[config.mk]
export PLATFORM = sky130hd
export DESIGN_NAME = strobed_input_port
export DESIGN_NICKNAME = d
export VERILOG_FILES = /design/src/rtl/sip_pkg.sv /design/src/rtl/sip_strobe_sync.sv /design/src/rtl/sip_in_latch.sv /design/src/rtl/sip_host_if.sv /design/src/rtl/strobed_input_port.sv
export SDC_FILE = /design/constraint.sdc
export NUM_CORES = 1
export LEC_CHECK = 0
export BUFFER_PORTS_ARGS = -buffer_cell sky130_fd_sc_hd__buf_4
export CORE_ASPECT_RATIO = 1.1
export CORE_UTILIZATION = 48
export DETAILED_ROUTE_END_ITERATION = 12
export GPL_ROUTABILITY_DRIVEN = 0
export MAX_ROUTING_LAYER = met4
export PLACE_DENSITY = 0.82
export SLEW_MARGIN = 40
export SYNTH_ARGS = -nofsm -noshare
export SYNTH_HDL_FRONTEND = slang
export SYNTH_SLANG_ARGS = --single-unit
[constraint.sdc]
create_clock -name clk_i -period 3.17 [get_ports clk_i]
set_input_delay 0.317 -clock clk_i [delete_from_list [all_inputs] [get_ports clk_i]]
set_output_delay 0.317 -clock clk_i [all_outputs]
set_load 0.01 [all_outputs]
[src/rtl/sip_pkg.sv]
package sip_pkg;
  localparam int CTRL_W   = 8;
  localparam int GP_W     = 2;
  localparam int BIT_IRQ  = 3;
  localparam int BIT_INTE = 4;
  localparam int BIT_FULL = 5;
  localparam int BIT_GP   = 6;

  typedef enum logic [1:0] {
    REG_DATA = 2'd0,
    REG_RSVD = 2'd1,
    REG_CTRL = 2'd2,
    REG_CMD  = 2'd3
  } reg_sel_e;
endpackage

[src/rtl/sip_strobe_sync.sv]
module sip_strobe_sync #(
  parameter int STAGES = 2
) (
  input  logic clk_i,
  input  logic rst_ni,
  input  logic stb_ni,
  output logic stb_high_o,
  output logic rise_o
);
  logic [STAGES-1:0] sync_q;
  logic              prev_q;

  generate
    if (STAGES == 1) begin : g_one
      always_ff @(posedge clk_i or negedge rst_ni)
        if (!rst_ni) sync_q <= '1;
        else         sync_q <= stb_ni;
    end else begin : g_many
      always_ff @(posedge clk_i or negedge rst_ni)
        if (!rst_ni) sync_q <= '1;
        else         sync_q <= {sync_q[STAGES-2:0], stb_ni};
    end
  endgenerate

  always_ff @(posedge clk_i or negedge rst_ni)
    if (!rst_ni) prev_q <= 1'b1;
    else         prev_q <= sync_q[STAGES-1];

  assign stb_high_o = sync_q[STAGES-1];
  assign rise_o     = sync_q[STAGES-1] & ~prev_q;

  AST_RISE_SINGLE: assert property (@(posedge clk_i) disable iff (!rst_ni)
    rise_o |=> !rise_o);
endmodule

[src/rtl/sip_in_latch.sv]
module sip_in_latch #(
  parameter int DATA_W = 8
) (
  input  logic              clk_i,
  input  logic              rst_ni,
  input  logic              cap_i,
  input  logic              stb_high_i,
  input  logic [DATA_W-1:0] pdata_i,
  input  logic              inte_i,
  input  logic              rd_data_i,
  output logic [DATA_W-1:0] data_o,
  output logic              full_o,
  output logic              irq_o
);
  logic [DATA_W-1:0] data_q;
  logic full_q, irq_q, rd_prev_q;
  logic rd_done, full_d, irq_d;

  assign rd_done = rd_prev_q & ~rd_data_i;
  // capture wins over a read completing in the same cycle
  assign full_d  = cap_i ? 1'b1 : (rd_done ? 1'b0 : full_q);
  assign irq_d   = inte_i & full_q & stb_high_i & ~rd_data_i & ~rd_done;

  always_ff @(posedge clk_i or negedge rst_ni)
    if (!rst_ni) begin
      data_q    <= '0;
      full_q    <= 1'b0;
      irq_q     <= 1'b0;
      rd_prev_q <= 1'b0;
    end else begin
      if (cap_i) data_q <= pdata_i;
      full_q    <= full_d;
      irq_q     <= irq_d;
      rd_prev_q <= rd_data_i;
    end

  assign data_o = data_q;
  assign full_o = full_q;
  assign irq_o  = irq_q;

  AST_FULL_ON_CAPTURE: assert property (@(posedge clk_i) disable iff (!rst_ni)
    cap_i |=> full_q);
  AST_FULL_HELD_IN_READ: assert property (@(posedge clk_i) disable iff (!rst_ni)
    (full_q && rd_data_i) |=> full_q);
  AST_IRQ_NEEDS_FULL: assert property (@(posedge clk_i) disable iff (!rst_ni)
    irq_q |-> full_q);
  AST_IRQ_LOW_STB: assert property (@(posedge clk_i) disable iff (!rst_ni)
    !stb_high_i |=> !irq_q);
  AST_IRQ_DROP_READ: assert property (@(posedge clk_i) disable iff (!rst_ni)
    rd_data_i |=> !irq_q);
  AST_IRQ_MASKED: assert property (@(posedge clk_i) disable iff (!rst_ni)
    !inte_i |=> !irq_q);
endmodule

[src/rtl/sip_host_if.sv]
module sip_host_if
  import sip_pkg::*;
#(
  parameter int DATA_W = 8
) (
  input  logic              clk_i,
  input  logic              rst_ni,
  input  logic              cs_i,
  input  logic              rd_i,
  input  logic              wr_i,
  input  logic [1:0]        addr_i,
  input  logic [DATA_W-1:0] wdata_i,
  input  logic [DATA_W-1:0] data_i,
  input  logic              full_i,
  input  logic              irq_i,
  output logic [DATA_W-1:0] rdata_o,
  output logic              inte_o,
  output logic [GP_W-1:0]   gp_o,
  output logic              rd_data_o
);
  reg_sel_e sel;
  logic wr_en, rd_en, cmd_en, ctrl_en;
  logic [2:0] bit_sel;
  logic inte_q;
  logic [GP_W-1:0] gp_q;
  logic [CTRL_W-1:0] status;
  logic unused_wdata;

  assign sel     = reg_sel_e'(addr_i);
  assign wr_en   = cs_i & wr_i;
  assign rd_en   = cs_i & rd_i;
  assign cmd_en  = wr_en && (sel == REG_CMD) && !wdata_i[7];
  assign ctrl_en = wr_en && (sel == REG_CTRL);
  assign bit_sel = wdata_i[3:1];
  assign unused_wdata = ^wdata_i;

  always_ff @(posedge clk_i or negedge rst_ni)
    if (!rst_ni)                                  inte_q <= 1'b0;
    else if (cmd_en && bit_sel == 3'(BIT_INTE))   inte_q <= wdata_i[0];

  for (genvar g = 0; g < GP_W; g++) begin : g_gp
    always_ff @(posedge clk_i or negedge rst_ni)
      if (!rst_ni)                                   gp_q[g] <= 1'b0;
      else if (ctrl_en)                              gp_q[g] <= wdata_i[BIT_GP+g];
      else if (cmd_en && bit_sel == 3'(BIT_GP + g))  gp_q[g] <= wdata_i[0];
  end

  always_comb begin
    status = '0;
    status[BIT_GP +: GP_W] = gp_q;
    status[BIT_FULL]       = full_i;
    status[BIT_INTE]       = inte_q;
    status[BIT_IRQ]        = irq_i;
  end

  always_comb begin
    rdata_o = '0;
    if (rd_en) begin
      case (sel)
        REG_DATA: rdata_o = data_i;
        REG_CTRL: rdata_o = DATA_W'(status);
        default:  rdata_o = '0;
      endcase
    end
  end

  assign rd_data_o = rd_en && (sel == REG_DATA);
  assign inte_o    = inte_q;
  assign gp_o      = gp_q;

  AST_GP_HOLD: assert property (@(posedge clk_i) disable iff (!rst_ni)
    !wr_en |=> $stable(gp_q));
  AST_INTE_NO_CS: assert property (@(posedge clk_i) disable iff (!rst_ni)
    !cs_i |=> $stable(inte_q));
  AST_INTE_CTRL_WR: assert property (@(posedge clk_i) disable iff (!rst_ni)
    (wr_en && sel == REG_CTRL) |=> $stable(inte_q));
endmodule

[src/rtl/strobed_input_port.sv]
module strobed_input_port
  import sip_pkg::*;
#(
  parameter int DATA_W      = 8,
  parameter int SYNC_STAGES = 2
) (
  input  logic              clk_i,
  input  logic              rst_ni,
  input  logic              cs_i,
  input  logic              rd_i,
  input  logic              wr_i,
  input  logic [1:0]        addr_i,
  input  logic [DATA_W-1:0] wdata_i,
  output logic [DATA_W-1:0] rdata_o,
  input  logic [DATA_W-1:0] pdata_i,
  input  logic              stb_ni,
  output logic              full_o,
  output logic              irq_o,
  output logic [GP_W-1:0]   gp_o
);
  logic stb_high, cap, inte, rd_data;
  logic [DATA_W-1:0] data;

  sip_strobe_sync #(.STAGES(SYNC_STAGES)) u_sync (
    .clk_i(clk_i), .rst_ni(rst_ni), .stb_ni(stb_ni),
    .stb_high_o(stb_high), .rise_o(cap)
  );

  sip_in_latch #(.DATA_W(DATA_W)) u_latch (
    .clk_i(clk_i), .rst_ni(rst_ni), .cap_i(cap), .stb_high_i(stb_high),
    .pdata_i(pdata_i), .inte_i(inte), .rd_data_i(rd_data),
    .data_o(data), .full_o(full_o), .irq_o(irq_o)
  );

  sip_host_if #(.DATA_W(DATA_W)) u_host (
    .clk_i(clk_i), .rst_ni(rst_ni), .cs_i(cs_i), .rd_i(rd_i), .wr_i(wr_i),
    .addr_i(addr_i), .wdata_i(wdata_i), .data_i(data), .full_i(full_o),
    .irq_i(irq_o), .rdata_o(rdata_o), .inte_o(inte), .gp_o(gp_o),
    .rd_data_o(rd_data)
  );
endmodule

==> Yosys cells after proc, flatten, opt, wreduce, memory -nomap -nowiden <==
Cells that the tools add are included.
{ "classes": {"n_eq_ne": 5, "n_mux": 8, "bitwise": 11, "reduce_logical": 12} }
{ "op_table": {"columns": ["operator", "count"], "rows": [
  ["$pmux 8 s2", 1],
  ["$eq 3x3->1 const B", 3],
  ["$and 1x1->1", 8],
  ["$mux 8", 1],
  ["$logic_and 1x1->1", 7],
  ["$mux 1", 6],
  ["$reduce_bool 2->1", 3],
  ["$eq 2x2->1 const B", 2],
  ["$not 1->1", 3],
  ["$logic_not 2->1", 1],
  ["$logic_not 1->1", 1]
]} }
{ "totals": {"regBits": 17, "in_bits": 24, "output_inout_bits": 12, "elab_cells": 45} }

==> Depth between registers and ports, before layout <==
Gate-level depths: netlist of the first run.
{ "depth": {"ltp_word": 6, "mapped_depth": 4, "ltp_nobuf": 3} }

==> By module <==
Synthesis of the first run repeated with hierarchy kept, for this count alone.
{ "unflattened": {"cells_unflattened": 63, "hier_area_um2": 819.5} }
{ "modules_own_cells": {"columns": ["module", "instances", "cells_per_inst", "area_each_um2", "seq_area_each_um2"], "rows": [
  ["sip_in_latch", 1, 24, 434.2, 275.3],
  ["sip_host_if", 1, 35, 292.8, 75.1],
  ["sip_strobe_sync", 1, 4, 92.6, 78.8]
]} }

==> Worst setup path before layout of the first run <==
Ideal clock, no wire load.
{ "synth_timing": {"kind": "reg2reg", "start": "register u_sync.sync_q[1]", "end": "register u_latch.data_q[0], in the netlist u_latch.data_o[0]", "setup_time_ps": 125, "arrival_ps": 1145, "t_required_ps": 3045, "setup_slack_ps": 1900, "path_stages_with_launch": 4, "n_path_buf": 1, "period_less_slack_ps": 1270, "path_cell_list": "dfstp_2 > nor2b_1 > buf_2 > mux2_2"} }
{ "synth_via": {"elab_chain_len": 1} }
{ "synth_lines": {"columns": ["item", "line_no", "text"], "rows": [
  ["start: declaration", "sip_strobe_sync.sv:10", "logic [STAGES-1:0] sync_q;"],
  ["start signal: assignment", "sip_strobe_sync.sv:21", "else sync_q <= {sync_q[STAGES-2:0], stb_ni};"],
  ["$and 1x1->1", "sip_strobe_sync.sv:30", "assign rise_o = sync_q[STAGES-1] & ~prev_q;"],
  ["end signal: assignment", "sip_in_latch.sv:31", "if (cap_i) data_q <= pdata_i;"],
  ["end: declaration", "sip_in_latch.sv:15", "logic [DATA_W-1:0] data_q;"]
]} }
Every way passes these cells.
A chain may end at the register's enable or synchronous reset.

==> Worst setup path in the final report of the first run <==
{ "layout_timing": {"start": "register u_sync.sync_q[1]", "end": "register u_latch.data_q[6], in the netlist u_latch.data_o[6]"} }
The elaborated chain is that of the path after synthesis.

==> results.md, run 1 <==
- The flow ran to the end, and the final reports show no timing, DRC or antenna violations.
- The maximum fanout along the worst path is 9.
- After detailed routing, the number of vias per cell comes to 5.53.
- The count of cell types in the netlist is 23.
- After synthesis the netlist holds a flip-flop and latch count of 17.
- The routed wire length per instance is 14.7 µm.
- Compared with the post-synthesis result, the final layout area differs by 36.8%.
- The placed wire-length estimate after detailed placement is 1300 µm.
- The total setup buffers inserted after CTS is 0.
- In this run the core area contains 14 standard-cell rows.
- In the layout the commonest cells are sky130_fd_sc_hd__buf_4, sky130_fd_sc_hd__dfrtp_1, sky130_fd_sc_hd__nor2_1, sky130_fd_sc_hd__mux2_2, sky130_fd_sc_hd__mux2i_1.
- The core occupancy in the finished layout is 73.9%.
- After routing, the total negative slack on setup checks comes to 0 ns.
- The total number of vias is 641.
- Clock skew on the completed layout was measured at 0.00532 ns.
- The arrival time at the worst endpoint is 1.89 ns.
- The post-placement worst setup slack is 1.44 ns.
- For this run, the number of Yosys warnings is 0.
- The type of origin of the critical path is a flip-flop.
- The remaining max-slew budget at the tightest pin is 49.1%.
- In this run the deepest clock path goes through 2 buffers.
- After synthesis the cells add up to 786 µm².
- The signal on the critical path passes through nor2b_1 > mux2_2.
- The count of nets after finishing is 125.
- The worst setup path startpoint is u_sync.sync_q[1]$_DFF_PN1_.
- The critical path is of the reg2reg type.
- After synthesis, flip-flops and latches occupy 54.6% of the total area.
- For this design the ratio of total power to cell area is 442 nW/µm².
- Summed over all layers, the global routing overflow is 0.
- For this design the static power due to leakage is 0.513 nW.
- The share of the synthesized area in the top cell type is 44.6%.
- The clock input transition at the sequential cells of the worst setup and hold paths is 0.10 ns.
- Setup repair after global routing left no endpoint under its margin.
- For this run, design rule violations remaining after detail routing come to 0.
- The number of antenna violations at the first check in global routing came to 0.
- The ratio of final minimum period to clock period is 53.7%.
- A synthesized cell averages 12.3 µm².
- The cell accounting for the most synthesized area is sky130_fd_sc_hd__dfrtp_1.
- The slowest stage of the critical path is the sky130_fd_sc_hd__nor2b_1 cell.
- Counting every sink on the clock net gives 17.
- The delay of the slowest cell on the worst path is 0.62 ns.
- The library cell used most frequently in the layout, excluding fill and tap cells, is sky130_fd_sc_hd__buf_4.
- The setup violation total in the final timing report is 0.
- After the first detailed-routing iteration, the DRC count stood at 11.
- The floorplan step set the die width to 40.6 µm.
- The routed design could run at a clock period as short as 1.70 ns.
- Input and output buffers added on the ports amount to 33.
- The count of final max-slew check failures is 0.
- Counting the buffers created by CTS gives 3.
- In the post-synthesis netlist, the biggest area contributors are sky130_fd_sc_hd__dfrtp_1, sky130_fd_sc_hd__mux2_2, sky130_fd_sc_hd__dfstp_2.
- In the synthesized netlist, the number of instances is 64.
- On the final layout, the worst hold slack is 0.121 ns.
- The deepest level of the CTS H-tree is 1.
- TritonCTS built the clock tree.
- In this run the worst hold path is classified as in2reg.
- The full die area is 1800 µm².
- The maximum number of pins on one net before global-route repair is 18.
- The number of nets in the synthesized netlist is 88.
- The residual antenna-violating net count after detailed routing is 0.
- Based on the critical path, the design can be clocked at up to 0.587 GHz.
- The core region is 1450 µm².
- The startpoint of the tightest hold check path is stb_ni.
- The kind of capture point of the worst setup path is a flip-flop.
- The launch instance of the worst register-to-register path is u_sync.sync_q[1]$_DFF_PN1_.
- The wire length of the first global-routing pass is 2700 µm.
- The final worst slack is 1.47 ns.
- From bottom edge to top edge, the die measures 44.4 µm.
- The fraction of final layout cells with drive strength greater than 1 is 51.0%.
- The via count of the first global-routing pass was 683.
- The max-capacitance violation count is 0.
- For this block, the routed nets add up to 1700 µm of wire.
- The antenna diode count is 0.
- The final hold violation count was 0.
- The clock latency on the worst-skew pair is 0.29 ns.
- In this run the clock root is driven by a sky130_fd_sc_hd__clkbuf_4.
- Across the VDD grid, the largest voltage drop is 0.300 mV.
- The initial utilization of the core area, before any placement, comes to 54.0%.
- The number of optimization iterations in the first detailed-route pass is 3.
- Across every metal layer, demand over resource in global routing totals 23.5%.
- 36 I/O pins were placed.
- For the pin with the worst max-slew slack, the measured transition is 0.762 ns.
- The required time of the critical path is 3.35 ns.
Yosys cell counts:
cell,instances
sky130_fd_sc_hd__inv_1,1
sky130_fd_sc_hd__a21bo_2,1
sky130_fd_sc_hd__nand4_1,1
sky130_fd_sc_hd__and4bb_2,1
sky130_fd_sc_hd__or3_1,1
sky130_fd_sc_hd__or2b_1,1
sky130_fd_sc_hd__mux2i_1,5
sky130_fd_sc_hd__nand3b_1,1
sky130_fd_sc_hd__dfstp_2,3
sky130_fd_sc_hd__a31oi_1,2
sky130_fd_sc_hd__a21o_1,1
sky130_fd_sc_hd__and2_1,3
sky130_fd_sc_hd__buf_2,1
sky130_fd_sc_hd__nor2_1,9
sky130_fd_sc_hd__nor4_1,1
sky130_fd_sc_hd__nand4b_1,3
sky130_fd_sc_hd__dfrtp_1,14
sky130_fd_sc_hd__o21ai_0,2
sky130_fd_sc_hd__nor2b_1,1
sky130_fd_sc_hd__and4_1,1
sky130_fd_sc_hd__nand3_1,1
sky130_fd_sc_hd__buf_6,1
sky130_fd_sc_hd__mux2_2,9
stage by stage:
stage | instances | total power, mW | area [µm²]
after floorplan | 64 | 0.307 | 786
after global placement | 111 | 0.353 | 1040
after detailed placement | 111 | 0.361 | 1040
after CTS | 116 | 0.478 | 1070
after global routing | 116 | 0.496 | 1070
final | 116 | 0.475 | 1070
registers in the layout, summed over array words and instances, names as in the netlist:
signal and count:
u_latch.data_o 8, u_host.gp_o 2, u_sync.sync_q 2, u_host.inte_o 1, u_latch.full_o 1, u_latch.irq_o 1, u_latch.rd_prev_q 1, u_sync.prev_q 1
report_power, final:
part           internal, mW  leakage (nW)  total [mW]  switching, mW
combinational        0.0582         0.297      0.0973         0.0391
clock                0.0470        0.0177       0.118         0.0714
sequential            0.244         0.199       0.259         0.0155
worst max-delay path, delay by kind of cell (launching register included):
kind          cells  cell delay (ns)
simple gates      1             0.62
flops             1             0.56
mux               1             0.41
layer usage:
| metal | up-vias | track usage (%) | routed length [µm] |
|---|---|---|---|
| met5 | - | - | 0 |
| met4 | 0 | 12.0 | 22 |
| met2 | 18 | 40.0 | 946 |
| met3 | 4 | 4.52 | 63 |
| met1 | 316 | 24.7 | 671 |
| li1 | 303 | - | - |
cell type report:
class	instances	area, µm²
clock buffer	3	22.5
clock inverter	1	5.00
fill	109	379
inverter	1	3.75
multi-input combinational	44	337
sequential	17	429
tap	16	20.0
timing repair buffer	34	258
cell families (layout without fill, tap and decap cells):
logic type / after synthesis / after routing / share of synthesized area, %
buffers and inverters: 3 / 39 / 2.55
AND/OR/NAND/NOR: 24 / 24 / 18.5
AO/OA/AOI/OAI: 6 / 6 / 5.10
multiplexers: 14 / 14 / 19.3
flip-flops: 17 / 17 / 54.6
path summary, 6_finish.rpt:
path                                                  to  slack, ns  cells after the start
setup / recovery           u_latch.data_o[6]$_DFFE_PN0P_       1.47                      2
max in group asynchronous        u_sync.prev_q$_DFF_PN1_       2.51                      2
setup reg to reg           u_latch.data_o[6]$_DFFE_PN0P_       1.47                      2
hold / removal                u_sync.sync_q[0]$_DFF_PN1_       0.12                      1
hold reg to reg               u_sync.sync_q[1]$_DFF_PN1_       0.37                      0
min in group asynchronous  u_latch.data_o[2]$_DFFE_PN0P_       0.40                      2
repair_timing:
item,4_1_cts,5_1_grt
gates resized for setup,0,0
hold buffers,1,0
endpoints found under the hold margin,14,0
(Power assumes the default switching activity.)
==> inputs of run 2 (changes only) <==
--- a/config.mk
+++ b/config.mk
@@ -7,11 +7,11 @@
 export LEC_CHECK = 0
 export BUFFER_PORTS_ARGS = -buffer_cell sky130_fd_sc_hd__buf_4
 export CORE_ASPECT_RATIO = 1.1
-export CORE_UTILIZATION = 48
+export CORE_UTILIZATION = 44
 export DETAILED_ROUTE_END_ITERATION = 12
 export GPL_ROUTABILITY_DRIVEN = 0
 export MAX_ROUTING_LAYER = met4
-export PLACE_DENSITY = 0.82
+export PLACE_DENSITY = 0.76
 export SLEW_MARGIN = 40
 export SYNTH_ARGS = -nofsm -noshare
 export SYNTH_HDL_FRONTEND = slang
==> constraint.sdc (replaced) <==
create_clock -name clk_i -period 1.6 [get_ports clk_i]
set_input_delay 0.16 -clock clk_i [delete_from_list [all_inputs] [get_ports clk_i]]
set_output_delay 0.16 -clock clk_i [all_outputs]
set_load 0.01 [all_outputs]
==> run 2 against run 1 <==
First-iteration DRC count up 27%. Sequential share of layout area down 0.91 points. Register-to-register slack worse by 1.2 ns.
==> results.md, run 2 (synthesized netlist as in run 1, its figures left out) <==
- The upper clock frequency limit is 0.761 GHz.
- The area added between synthesis and finish is 40.0%.
- The max-capacitance violation count is 0.
- The clock root buffer is sky130_fd_sc_hd__clkbuf_4.
- The number of optimization iterations in the first detailed-route pass is 4.
- In this run, the number of DRC markers left after iteration 0 of detailed routing was 14.
- The design draws 0.923 mW.
- The routed wire length per instance is 13.2 µm.
- STA classifies the critical path endpoint as a flip-flop.
- The starting utilization of the core area is 48.7%.
- The leading cell type in the layout, fill and taps excluded is sky130_fd_sc_hd__buf_4.
- The worst register-to-register path begins at u_sync.sync_q[1]$_DFF_PN1_.
- The total negative setup slack is 0 ns.
- The number of fill cells is 124.
- On the final layout, the worst hold slack is 0.107 ns.
- The via count of the first global-routing pass is 681.
- The startpoint identified for the worst hold timing path is pdata_i[2].
- The chip width is 42.3 µm.
- Data arrives at the worst endpoint at 1.48 ns.
- The register with the most flip-flops in the layout has 8 of them.
- Of the cells placed in the final design, the portion with a size suffix greater than 1 is 50.5%.
- The final hold violation count is 0.
- For this design, the slowest cell found on the critical path is sky130_fd_sc_hd__dfstp_2.
- The overall die height is 46.3 µm.
- Tracing the worst setup path back leads to its startpoint at u_sync.sync_q[1]$_DFF_PN1_.
- Across the VDD grid, the largest voltage drop is 0.645 mV.
- The post-placement worst setup slack is 0.292 ns.
- STA classifies the critical path startpoint as a flip-flop.
- Entering global routing, the biggest net connects 18 pins.
- The class of the most critical hold timing path is in2reg.
- The final layout contains routed wiring with a total length of 1590 µm.
- The ratio of total power to cell area is 839 nW/µm².
- The core area is 1610 µm².
- Setup repair after global routing left no endpoint under its margin.
- The count of final max-slew check failures is 0.
- TritonCTS built the clock tree.
- Measured against its own limit, the worst slew margin works out to 80.5%.
- The count of instances resized after the clock tree is built is 0.
- The final worst slack is 0.286 ns.
- The library cells used most frequently in the layout, excluding fill and tap cells, are sky130_fd_sc_hd__buf_4, sky130_fd_sc_hd__dfrtp_1, sky130_fd_sc_hd__nor2_1, sky130_fd_sc_hd__mux2_2, sky130_fd_sc_hd__mux2i_1.
- The number of standard cells in the layout, taps in and fillers out is 120.
- Detailed routing inserted a total of 662 vias.
- The placement row count is 15.
- For the final database, setup skew stands at 0.00192 ns.
- Clock-pin slew was measured on the worst setup and hold paths at 0.09 ns.
- The transition time at the pin with the least slew margin is 0.291 ns.
- The clock passes through at most 2 buffers.
- The critical path in this run is classified as reg2reg.
- The detail route stage leaves a number of antenna-violating nets equal to 0.
- The critical path goes through nor2b_1 > buf_4 > mux2_2.
- The count of placed standard cells including taps is 114.
- The per-cell via count in the routed design is 5.52.
- The delay of the slowest cell on the worst path is 0.55 ns.
- The analysis attributes to cell leakage a power of 0.524 nW.
- Global routing finished with a remaining overflow of 0.
- The minimum clock period after layout is 1.31 ns.
- The ratio of final minimum period to clock period is 82.1%.
- The total setup buffers inserted after CTS is 0.
- After detailed routing, the number of remaining DRC violations is 0.
- The HPWL after detailed placement is 1220 µm.
- For this design the top-level I/O count stands at 36.
- The wire length of the first global-routing pass is 2850 µm.
- Setup violations remaining at the end of the flow were counted as 0.
- The quantity of I/O buffers inserted on ports is 33.
- 0 antenna diodes ended up in the layout.
- Counting every sink on the clock net gives 17.
- CTS built an H-tree with a depth of 1.
- The required time of the critical path is 1.77 ns.
- In this run the worst path has a maximum fanout of 9.
- Clock tree synthesis inserted a total of 3 buffers.
- The number of antenna violations at the first check in global routing is 0.
- The count of nets after finishing is 128.
- The die covers 1960 µm².
- The clock latency on the worst-skew pair is 0.28 ns.
- The total global routing track utilization is 20.5%.
- The flow ran to the end, and the final reports show no timing, DRC or antenna violations.
-- run 2: final timing paths --
| kind | end | slack, ns | cells past startpoint |
|---|---|---|---|
| setup / recovery | u_latch.data_o[0]$_DFFE_PN0P_ | 0.29 | 3 |
| hold / removal | u_latch.data_o[2]$_DFFE_PN0P_ | 0.11 | 2 |
| setup reg to reg | u_latch.data_o[0]$_DFFE_PN0P_ | 0.29 | 3 |
| hold reg to reg | u_sync.sync_q[1]$_DFF_PN1_ | 0.36 | 0 |
| max in group asynchronous | u_sync.prev_q$_DFF_PN1_ | 1.08 | 2 |
| min in group asynchronous | u_latch.data_o[2]$_DFFE_PN0P_ | 0.27 | 2 |
-- run 2: cell type report --
class,instances,area [µm²],share of cell area (%)
sequential,17,429,39.0
clock buffer,4,26.3,2.39
multi-input combinational,44,337,30.6
timing repair buffer,37,283,25.7
inverter,1,3.75,0.341
tap,17,21.3,1.93
-- run 2: critical path: cells and delay by family (launching register included) --
family / cells / cell delay [ns]
AND/OR/NAND/NOR: 1 / 0.12
buffers and inverters: 1 / 0.18
multiplexers: 1 / 0.35
flip-flops: 1 / 0.55
-- run 2: per-stage QoR --
step / util (%) / cell area [µm²]
2_1_floorplan: - / 786
3_3_place_gp: 65.3 / 1050
3_5_place_dp: 65.3 / 1050
4_1_cts: 68.1 / 1100
5_1_grt: 68.1 / 1100
6_report: 68.1 / 1100
-- run 2: routing by layer --
metal	wire, µm	GRT usage (%)
met5	0	-
met4	9	9.38
met2	853	37.8
met1	641	21.6
met3	82	3.53
-- run 2: power by group --
part / total [mW] / switching, mW / internal [mW]
logic: 0.194 / 0.0748 / 0.120
clock network: 0.216 / 0.119 / 0.0966
registers: 0.513 / 0.0298 / 0.483
-- run 2: timing repair --
action / 4_1_cts / 5_1_grt
setup endpoints to repair: 0 / 0
endpoints found under the hold margin: 18 / 0
hold buffers: 2 / 0
==> inputs of run 3 (changes only) <==
==> constraint.sdc (replaced) <==
create_clock -name clk_i -period 1.4 [get_ports clk_i]
set_input_delay 0.14 -clock clk_i [delete_from_list [all_inputs] [get_ports clk_i]]
set_output_delay 0.14 -clock clk_i [all_outputs]
set_load 0.01 [all_outputs]
==> run 3 against run 2 <==
Final area up 0.91%. Largest power group unchanged. Clock power up 14%. Fmax down 2.1%.
==> results.md, run 3 (synthesized netlist as in run 1, its figures left out) <==
- The clock arrives with 0.00376 ns of skew.
- STA classifies the critical path startpoint as a flip-flop.
- Data on the critical path is required at its endpoint by 1.57 ns.
- The internal portion of total power is 0.801 mW.
- The slack of the worst reg-to-reg path is 0.06 ns.
- The switching share of power is 24.0%.
- The critical path is of the reg2reg type.
- The flip-flop count of the largest register after layout is 8.
- The number of cells traversed by the worst hold path is 2.
- The setup violation total in the final timing report is 0.
- The total number of vias is 622.
- The total global routing track utilization is 17.8%.
- Global routing finished with a remaining overflow of 0.
- The wire length of the first global-routing pass is 2450 µm.
- The total negative setup slack is 0 ns.
- Port buffering added 33 buffers.
- Of the available clock period, the critical path in the final layout requires 95.9%.
- The critical path goes through nor2b_2 > buf_4 > mux2_2.
- The clock root buffer is sky130_fd_sc_hd__clkbuf_4.
- At the later pin of the worst-skew pair, clock insertion delay measures 0.28 ns.
- The count of nets after finishing is 129.
- The final non-filler cell area is 1110 µm².
- Measured along the x axis, the die boundary spans 42.3 µm.
- The worst register-to-register path ends at u_latch.data_o[7]$_DFFE_PN0P_.
- The initial utilization of the core area, before any placement, comes to 48.7%.
- The final hold violation count is 0.
- The initial detailed-routing violation count is 4.
- Wires add up to 1490 µm.
- The core occupancy in the finished layout is 68.8%.
- Summed over all nets, the half-perimeter wirelength after detailed placement is 1180 µm.
- The remaining max-slew budget at the tightest pin is 79.5%.
- The ratio of total power to cell area is 950 nW/µm².
- The worst hold path belongs to the class in2reg.
- The clock tree from TritonCTS is built.
- Summing all placed instances gives a cell area of 1060 µm².
- The leading cell type in the layout, fill and taps excluded is sky130_fd_sc_hd__buf_4.
- From bottom edge to top edge, the die measures 46.3 µm.
- Setup repair after global routing left no endpoint under its margin.
- The post-route DRC violation count is 0.
- The die covers 1960 µm².
- The maximum fanout along the worst path is 8.
- The path with the worst hold slack has its endpoint at u_latch.data_o[0]$_DFFE_PN0P_.
- The placement row count is 15.
- In the layout the commonest cells are sky130_fd_sc_hd__buf_4, sky130_fd_sc_hd__dfrtp_1, sky130_fd_sc_hd__nor2_1, sky130_fd_sc_hd__mux2_2, sky130_fd_sc_hd__mux2i_1.
- The first detailed-routing pass ran for 2 iterations.
- The clock input transition at the sequential cells of the worst setup and hold paths is 0.09 ns.
- The worst register-to-register path begins at u_sync.sync_q[1]$_DFF_PN1_.
- The region available for standard cell placement spans 1610 µm².
- The startpoint of the tightest hold check path is pdata_i[0].
- STA puts the critical path data arrival time at 1.51 ns.
- CTS built an H-tree with a depth of 1.
- The number of clock buffers added by TritonCTS is 3.
- The delay of the slowest cell on the worst path is 0.56 ns.
- The number of antenna diodes in the final layout is 0.
- The residual antenna-violating net count after detailed routing is 0.
- The count of final max-slew check failures is 0.
- Once the clock tree was built, the setup fixing pass inserted 0 buffers.
- The share of power burned in registers is 55.6%.
- On the critical path the largest part of the delay comes from flip-flops.
- The transition time at the pin with the least slew margin is 0.306 ns.
- STA classifies the critical path endpoint as a flip-flop.
- The slowest library cell on the worst path is sky130_fd_sc_hd__dfstp_2.
- The analysis attributes to cell leakage a power of 0.530 nW.
- The total number of clock tree sinks is 17.
- The via count of the first global-routing pass is 558.
- The maximum buffer depth of the clock tree is 2.
- The power dissipated by switching net loads is 0.253 mW.
- The maximum number of pins on one net before global-route repair is 18.
- The number of buffer and inverter stages on the critical path is 1.
- In this run, the combinational gates consume 21.0% of the power.
- The minimum clock period after layout is 1.34 ns.
- The fraction of final layout cells with drive strength greater than 1 is 51.9%.
- Using the TritonRoute via totals, the vias-per-cell ratio works out to 5.14.
- The number of antenna violations at the first check in global routing is 0.
- After detailed routing, the average wire length per cell comes to 12.3 µm.
- Relative to the synthesized area, the layout overhead comes to 41.2%.
- VDD sags by at most 0.771 mV.
- The upper clock frequency limit is 0.745 GHz.
- 36 I/O pins were placed.
- The run finished with clean final reports.
- The fraction of power consumed by the clock network is 23.3%.
- Max-cap violations in this run came to 0.
- The cell depth of the worst flop-to-flop path is 3.
## run 3: worst max-delay path by stage
stage	from	endpoint	slack, ns	depth (start not counted)
finish	u_sync.sync_q[1]$_DFF_PN1_	u_latch.data_o[7]$_DFFE_PN0P_	0.06	3
global route	u_sync.sync_q[1]$_DFF_PN1_	u_latch.data_o[7]$_DFFE_PN0P_	0.01	3
CTS	u_sync.sync_q[1]$_DFF_PN1_	u_latch.data_o[7]$_DFFE_PN0P_	0.003	3
detailed placement	u_sync.sync_q[1]$_DFF_PN1_	u_latch.data_o[7]$_DFFE_PN0P_	0.03	3
global placement	u_sync.sync_q[1]$_DFF_PN1_	u_latch.data_o[6]$_DFFE_PN0P_	0.06	3
floorplan	u_sync.sync_q[1]$_DFF_PN1_	u_latch.data_o[0]$_DFFE_PN0P_	0.13	3
## run 3: timing repair
item | CTS | global route
hold buffers | 2 | 0
endpoints found under the setup margin | 0 | 7
gates resized for setup | 0 | 1
hold endpoints to repair | 18 | 0
## run 3: final cells by class
cell class                 count  area [µm²]
clock buffer                   4        26.3
fill                         128         504
inverter                       1        3.75
multi-input combinational     44         339
sequential                    17         429
tap                           17        21.3
timing repair buffer          38         290
## run 3: power by group through the flow
stage | combinational [mW] | sequential, mW | clock [mW]
final | 0.222 | 0.586 | 0.246
after global routing | 0.245 | 0.594 | 0.279
after global placement | 0.215 | 0.594 | 0
after floorplan | 0.102 | 0.594 | 0
after CTS | 0.225 | 0.586 | 0.259
after detailed placement | 0.219 | 0.597 | 0
## run 3: per-layer routing
metal,wire length [µm],GRT usage (%),up-vias
met3,75,3.53,2
met1,674,23.9,285
met2,729,26.8,20
met4,15,7.50,0
li1,-,-,315
met5,0,-,-
## run 3: stage by stage
stage          worst slack, ns  power (mW)  std cells  hold WS [ns]
2_1_floorplan            0.130       0.696         64        -0.156
3_3_place_gp            0.0567       0.809        115       0.00961
3_5_place_dp            0.0267       0.816        115        0.0129
4_1_cts                0.00256        1.07        121        0.0802
5_1_grt                 0.0107        1.12        121        0.0685
6_report                0.0571        1.05        121        0.0876
